$ cat src/rtl/supply_sequencer.sv
module supply_sequencer #(
  parameter int unsigned CLK_HZ   = 100_000_000,
  parameter int unsigned LONG_US  = 190_000,
  parameter int unsigned SHORT_US = 30
) (
  input  logic       clk,
  input  logic       rst_n,
  input  logic [3:0] rail_ok_i,
  output logic [2:0] en_o,
  output logic       pgood_o
);

  localparam int unsigned CYC_PER_US = CLK_HZ / 1_000_000;
  localparam int unsigned LONG_CYC   = CYC_PER_US * LONG_US;
  localparam int unsigned SHORT_CYC  = CYC_PER_US * SHORT_US;
  localparam int unsigned AW         = $clog2(LONG_CYC + 1);
  localparam int unsigned FW         = $clog2(SHORT_CYC + 1);
  localparam logic [AW-1:0] LONG_LIM_A  = AW'(LONG_CYC - 1);
  localparam logic [AW-1:0] SHORT_LIM_A = AW'(SHORT_CYC - 1);
  localparam logic [FW-1:0] SHORT_LIM_F = FW'(SHORT_CYC - 1);

  typedef enum logic [2:0] {
    S_OFF  = 3'd0,
    S_E1   = 3'd1,
    S_E12  = 3'd2,
    S_E123 = 3'd3,
    S_PG   = 3'd4
  } seq_t;

  seq_t          state, state_nx;
  logic [3:0]    sync_q1, sync_q2;
  logic [AW-1:0] adv_cnt;
  logic [FW-1:0] main_cnt, sec_cnt;
  logic          adv_hold, adv_long, adv_fire;
  logic          main_hold, main_fire;
  logic          sec_hold, sec_fire;

  always_ff @(posedge clk or negedge rst_n) begin
    if (!rst_n) begin
      sync_q1 <= '0;
      sync_q2 <= '0;
    end else begin
      sync_q1 <= rail_ok_i;
      sync_q2 <= sync_q1;
    end
  end

  always_comb begin
    case (state)
      S_OFF:   adv_hold = sync_q2[0];
      S_E1:    adv_hold = sync_q2[0] & sync_q2[1];
      S_E12:   adv_hold = sync_q2[0] & sync_q2[2];
      S_E123:  adv_hold = &sync_q2;
      default: adv_hold = 1'b0;
    endcase
  end

  assign adv_long  = (state == S_OFF) || (state == S_E123);
  assign adv_fire  = adv_hold && (adv_cnt == (adv_long ? LONG_LIM_A : SHORT_LIM_A));
  assign main_hold = (state != S_OFF) && !sync_q2[0];
  assign main_fire = main_hold && (main_cnt == SHORT_LIM_F);
  assign sec_hold  = (state == S_PG) && !(&sync_q2[3:1]);
  assign sec_fire  = sec_hold && (sec_cnt == SHORT_LIM_F);

  always_comb begin
    state_nx = state;
    if (main_fire)
      state_nx = S_OFF;
    else if (sec_fire)
      state_nx = S_E123;
    else if (adv_fire) begin
      case (state)
        S_OFF:   state_nx = S_E1;
        S_E1:    state_nx = S_E12;
        S_E12:   state_nx = S_E123;
        S_E123:  state_nx = S_PG;
        default: state_nx = state;
      endcase
    end
  end

  always_ff @(posedge clk or negedge rst_n) begin
    if (!rst_n) begin
      state    <= S_OFF;
      adv_cnt  <= '0;
      main_cnt <= '0;
      sec_cnt  <= '0;
    end else begin
      state    <= state_nx;
      adv_cnt  <= (adv_hold  && !adv_fire)  ? adv_cnt + 1'b1  : '0;
      main_cnt <= (main_hold && !main_fire) ? main_cnt + 1'b1 : '0;
      sec_cnt  <= (sec_hold  && !sec_fire)  ? sec_cnt + 1'b1  : '0;
    end
  end

  always_comb begin
    case (state)
      S_E1:    en_o = 3'b001;
      S_E12:   en_o = 3'b011;
      S_E123:  en_o = 3'b111;
      S_PG:    en_o = 3'b111;
      default: en_o = 3'b000;
    endcase
  end

  assign pgood_o = (state == S_PG);

endmodule

$ cat config.mk
export PLATFORM = sky130hd
export DESIGN_NAME = supply_sequencer
export DESIGN_NICKNAME = d
export VERILOG_FILES = /design/src/rtl/supply_sequencer.sv
export SDC_FILE = /design/constraint.sdc
export NUM_CORES = 1
export LEC_CHECK = 0
export ABC_AREA = 0
export BUFFER_PORTS_ARGS = -buffer_cell sky130_fd_sc_hd__buf_2
export CAP_MARGIN = 5
export CORE_ASPECT_RATIO = 0.6
export CORE_MARGIN = 5
export CORE_UTILIZATION = 61
export CTS_CLUSTER_DIAMETER = 100
export DETAILED_ROUTE_END_ITERATION = 6
export HOLD_SLACK_MARGIN = 0.02
export PLACE_DENSITY = 0.86
export SKIP_LAST_GASP = 1
export SLEW_MARGIN = 15
export SYNTH_ARGS = -nofsm -noshare
export SYNTH_HDL_FRONTEND = slang
export SYNTH_SLANG_ARGS = --single-unit
$ cat constraint.sdc
create_clock -name clk -period 2.1 [get_ports clk]
set_clock_uncertainty 0.05 [all_clocks]
set_input_delay 0.21 -clock clk [delete_from_list [all_inputs] [get_ports clk]]
set_output_delay 0.21 -clock clk [all_outputs]
set_load 0.05 [all_outputs]
**Word level (Yosys, flattened, before mapping)**

Cells that the tools add are included.

- Bitwise operators: 2
- $lt $le $gt $ge: 0
- Add/sub/neg operators: 3
- $mul: 0
- Div/mod/pow operators: 0
- Equality and inequality tests: 7
- Reduce and logical (&&, ||, !) cells: 22
- Shift operators: 0
- Muxes and demuxes: 10

Operator list:

| cell | count |
|---|---|
| $mux W25 | 2 |
| $add A25 B1 Y25 const B | 1 |
| $eq A25 B25 Y1 | 1 |
| $add A12 B1 Y12 const B | 2 |
| $eq A12 B12 Y1 const B | 2 |
| $mux W12 | 2 |
| $pmux W3 S4 | 1 |
| $mux W3 | 3 |
| $pmux W3 S3 | 1 |
| $logic_and A1 B1 Y1 | 8 |
| $eq A3 B2 Y1 const B | 2 |
| $reduce_bool A3 Y1 | 2 |
| $reduce_bool A6 Y1 | 1 |
| $logic_not A1 Y1 | 5 |
| $pmux W1 S4 | 1 |
| $reduce_and A4 Y1 | 1 |
| $eq A3 B1 Y1 const B | 1 |
| $eq A3 B3 Y1 const B | 1 |
| $logic_not A3 Y1 | 1 |
| $reduce_and A3 Y1 | 1 |
| $and A1 B1 Y1 | 2 |
| $reduce_and A2 Y1 | 1 |
| $reduce_or A2 Y1 | 1 |
| $logic_or A1 B1 Y1 | 1 |

- Output and inout bits: 4
- Logic and storage cells: 50
- Memories kept: 0
- Register bits: 60
- Memory bits (read-only): 0
- Bits in latches: 0
- RAM bits: 0

**Logic depth before layout (Yosys ltp)**

- Depth in word-level cells: 8
- Mapped depth: 8
- Gate-level depth less buffers: 6

**Least setup slack after synthesis**

OpenSTA, ideal clock, no wires.

- Kind: reg-to-reg
- Start point: register adv_cnt[13]
- End point: register state[2]
- Cell stages (with the launch flop): 6
- Data required time: 1.956 ns
- Buffers on the path: 0
- Setup slack: 0.171 ns
- Arrival: 1.785 ns
- Period minus slack after synthesis: 1.929 ns
- Path through: dfrtp_1 > nand4_2 > or4_4 > a2111oi_4 > nand3_1 > a221oi_2

- Longest elaborated chain between the ends: 4

RTL lines:

| item | RTL line | source |
|---|---|---|
| from (decl) | 32 | `logic [AW-1:0] adv_cnt;` |
| from (signal assigned) | 90 | `adv_cnt <= (adv_hold && !adv_fire) ? adv_cnt + 1'b1 : '0;` |
| $eq A25 B25 Y1 | 59 | `assign adv_fire = adv_hold && (adv_cnt == (adv_long ? LONG_LIM_A : SHORT_LIM_A));` |
| $logic_and A1 B1 Y1 | 59 |  |
| $reduce_bool A3 Y1 (no line) | -- |  |
| $reduce_and A2 Y1 (no line) | -- |  |
| to (signal assigned) | 89 | `state <= state_nx;` |
| to (decl) | 30 | `seq_t state, state_nx;` |

No other way between the ends.
A chain may end at the register's enable or synchronous reset.

**Worst setup path after layout**

Ends and elaborated chain as after synthesis.

==> impl_metrics.yaml <==
clock_tree:
  clock_sinks: 60
  clkLatencyLatePin_ps: 330
  cts_tree: "built"
  numCtsBuffers: 9
  cts.root.buffer_cell: "clkbuf_8"
  postCtsSetupRepairBufs: 0
  htreeDepth: 3
  cts_max_path_buffers: 2
  clkSlewWorstSetupHoldPaths_ps: 60
outcome:
  outcome: "completed"
sta:
  finalCritPeriodShare_pct: 96.4
  finalSetupTns_ps: 0
  setup_violations: 0
  tightestPinTransition_ps: 557
  hold_violations: 0
  slew_viol_final: 0
  rsz0062_at_grt: "true"
  hold_ws_ps: 299
  setup_ws_ps: 74.8
  relSlewSlack_pct: 62.9
  period_minus_slack_ps: 2030
  fmax_mhz: 494
critical_path:
  start_kind: "register"
  critPathMaxFanout: 6
  worstSetupEndpointType: "register"
  cp.arrival_ps: 2220
  critical_path_required_ps: 2290
  cp_slowest_cell: "or4_4"
  path_cells: "nand4_2, or4_4, a2111oi_4, nand3_1, a221oi_2"
  crit_path_max_incr_delay_ps: 570
  critical_path_class: "reg2reg"
detailed_routing:
  drt-pass1-iter-count: 4
  vias: 2042
  drtIter0Drc: 98
  finalWirelength_mm: 5.20
  post_drt_wl_per_cell_um: 13.7
  drt.antenna.violating_nets: 0
  drc: 0
  via_per_inst: 5.39
flow_run:
  drv_cap: 0
yosys:
  yosysTopAreaCell: "dfrtp_1"
  ys.flop_type: "dfrtp_1"
  synth-seq-area-share_pct: 52.9
  synth_top_area_share_pct: 52.9
  synth_edf_count: 0
  netlist_top_cells_count: "nor2_1 (63), dfrtp_1 (60), xor2_1 (29), nand2_1 (22), nand3_1 (22)"
  synth_nets: 293
  synth_seq_cells: 60
  netlist_instances: 284
  syn_area_sq_um: 2840
  yosys_warnings: 0
  synthArstFlopShare_pct: 100
  yosys-top-cells-area: "dfrtp_1 (53%), xor2_1 (9.0%), nor2_1 (8.3%)"
  ys_types: 36
  yosysMostFrequentCell: "nor2_1"
  avgSynthCellArea_sq_um: 9.99
global_route:
  grt_pass1_vias: 2010
  grt_usage_pct: 19.1
  grt_antenna_before_repair: 0
  grt_max_degree: 37
  grt-ovfl-total: 0
  grt_pass1_wl_mm: 9.34
placement:
  dp_slack_ps: 50.6
  io_buffers: 9
  gp_congestion: 0.828
  dp_hpwl_mm: 3.68
  place_area_sq_um: 3010
die:
  die_w_um: 98.1
  io_pins: 10
  die_area_sq_um: 6160
  die_y_um: 62.8
  start_util_pct: 62.5
  core_region_area_sq_um: 4540
  rows: 19
final_layout:
  fin_util_pct: 71.6
  diodes: 0
  seq_area_sq_um: 1510
  fillers: 328
  area_growth_syn_to_layout_pct: 14.6
  drive_gt1_share_pct: 14.2
  num-nets-final: 320
  fin_area_sq_um: 3250
  multi_input_area_sq_um: 1270
power:
  p_leak_nw: 1.37
  vdd_ir_drop_max_mv: 0.503
  power-per-cell-area_nw_per_um2: 657
worst_hold_path:
  min_path_type: "reg2reg"
-- worst max-delay path, delay by kind of cell (launching register included) --
| kind | cells | cell delay [ps] |
|---|---|---|
| AO/OA/AOI/OAI | 2 | 610 |
| AND/OR/NAND/NOR | 3 | 860 |
| flip-flops | 1 | 420 |
-- final timing paths --
path / cells after the start / slack (ps) / end / from
max: 5 / 70 / state[2]$_DFFE_PN0P_ / adv_cnt[13]$_DFF_PN0_
min: 0 / 300 / sync_q2[2]$_DFF_PN0_ / sync_q1[2]$_DFF_PN0_
max reg2reg: 5 / 70 / state[2]$_DFFE_PN0P_ / adv_cnt[13]$_DFF_PN0_
min reg2reg: 0 / 300 / sync_q2[2]$_DFF_PN0_ / sync_q1[2]$_DFF_PN0_
max in group asynchronous: 3 / 1060 / adv_cnt[14]$_DFF_PN0_ / rst_n
min in group asynchronous: 2 / 350 / main_cnt[0]$_DFF_PN0_ / rst_n
-- registers in the layout, summed over array words and instances (netlist names) --
signal and cells:
adv_cnt 25, main_cnt 12, sec_cnt 12, sync_q1 4, sync_q2 4, state 3
-- kinds of logic after synthesis --
kind of cell    synth area share [%]
compound gates                  4.10
fa+ha+maj                       1.32
buf+inv                         2.20
simple gates                    25.9
flops                           52.9
xor+xnor                        13.6
-- per-layer routing --
layer / vias to the layer above / wire [um] / GRT usage, %
li1: 1015 / - / -
met1: 984 / 2670 / 27.5
met2: 36 / 2250 / 26.9
met3: 7 / 227 / 6.47
met4: 0 / 61 / 6.56
met5: - / 0 / 0
-- area by class of cell --
class / count / share of cell area, %
Tap cell: 63 / 2.42
Multi-Input combinational cell: 209 / 39.2
Timing Repair Buffer: 24 / 5.74
Sequential cell: 60 / 46.3
Clock buffer: 11 / 4.35
Clock inverter: 5 / 1.15
Inverter: 7 / 0.808
-- metrics by stage --
step	power [mW]	instances
2_1_floorplan	1.21	284
3_3_place_gp	1.25	358
3_5_place_dp	1.25	358
4_1_cts	2.16	379
5_1_grt	2.24	379
6_report	2.14	379
-- cells in the final DEF (no fill, tap or decap), types with 3 or more instances in the layout --
master and count:
xnor2_1 15, dfrtp_2 3, inv_1 7, clkbuf_8 10, nor4_1 3, nand4_1 9
ha_1 3, buf_2 9, nor3_1 6, dlygate4sd3_1 5, nand2_1 22, nor4b_1 3
and3_1 4, nand3_1 22, nor2_1 63, xor2_1 29, dfrtp_1 57, nand2b_1 3
buf_4 8
-- power breakdown --
group          total [mW]  internal, mW  switching (mW)
Combinational      0.0571        0.0207          0.0364
Sequential           1.18          1.17         0.00849
Clock               0.902         0.461           0.441
Total                2.14          1.65           0.486
-- what timing repair did --
action                                  4_1_cts  5_1_grt
endpoints found under the setup margin        0       13
hold buffers                                  5        0
hold endpoints to repair                     28        0
resized for setup                             0        5
Power figures use the tool's default switching activity.
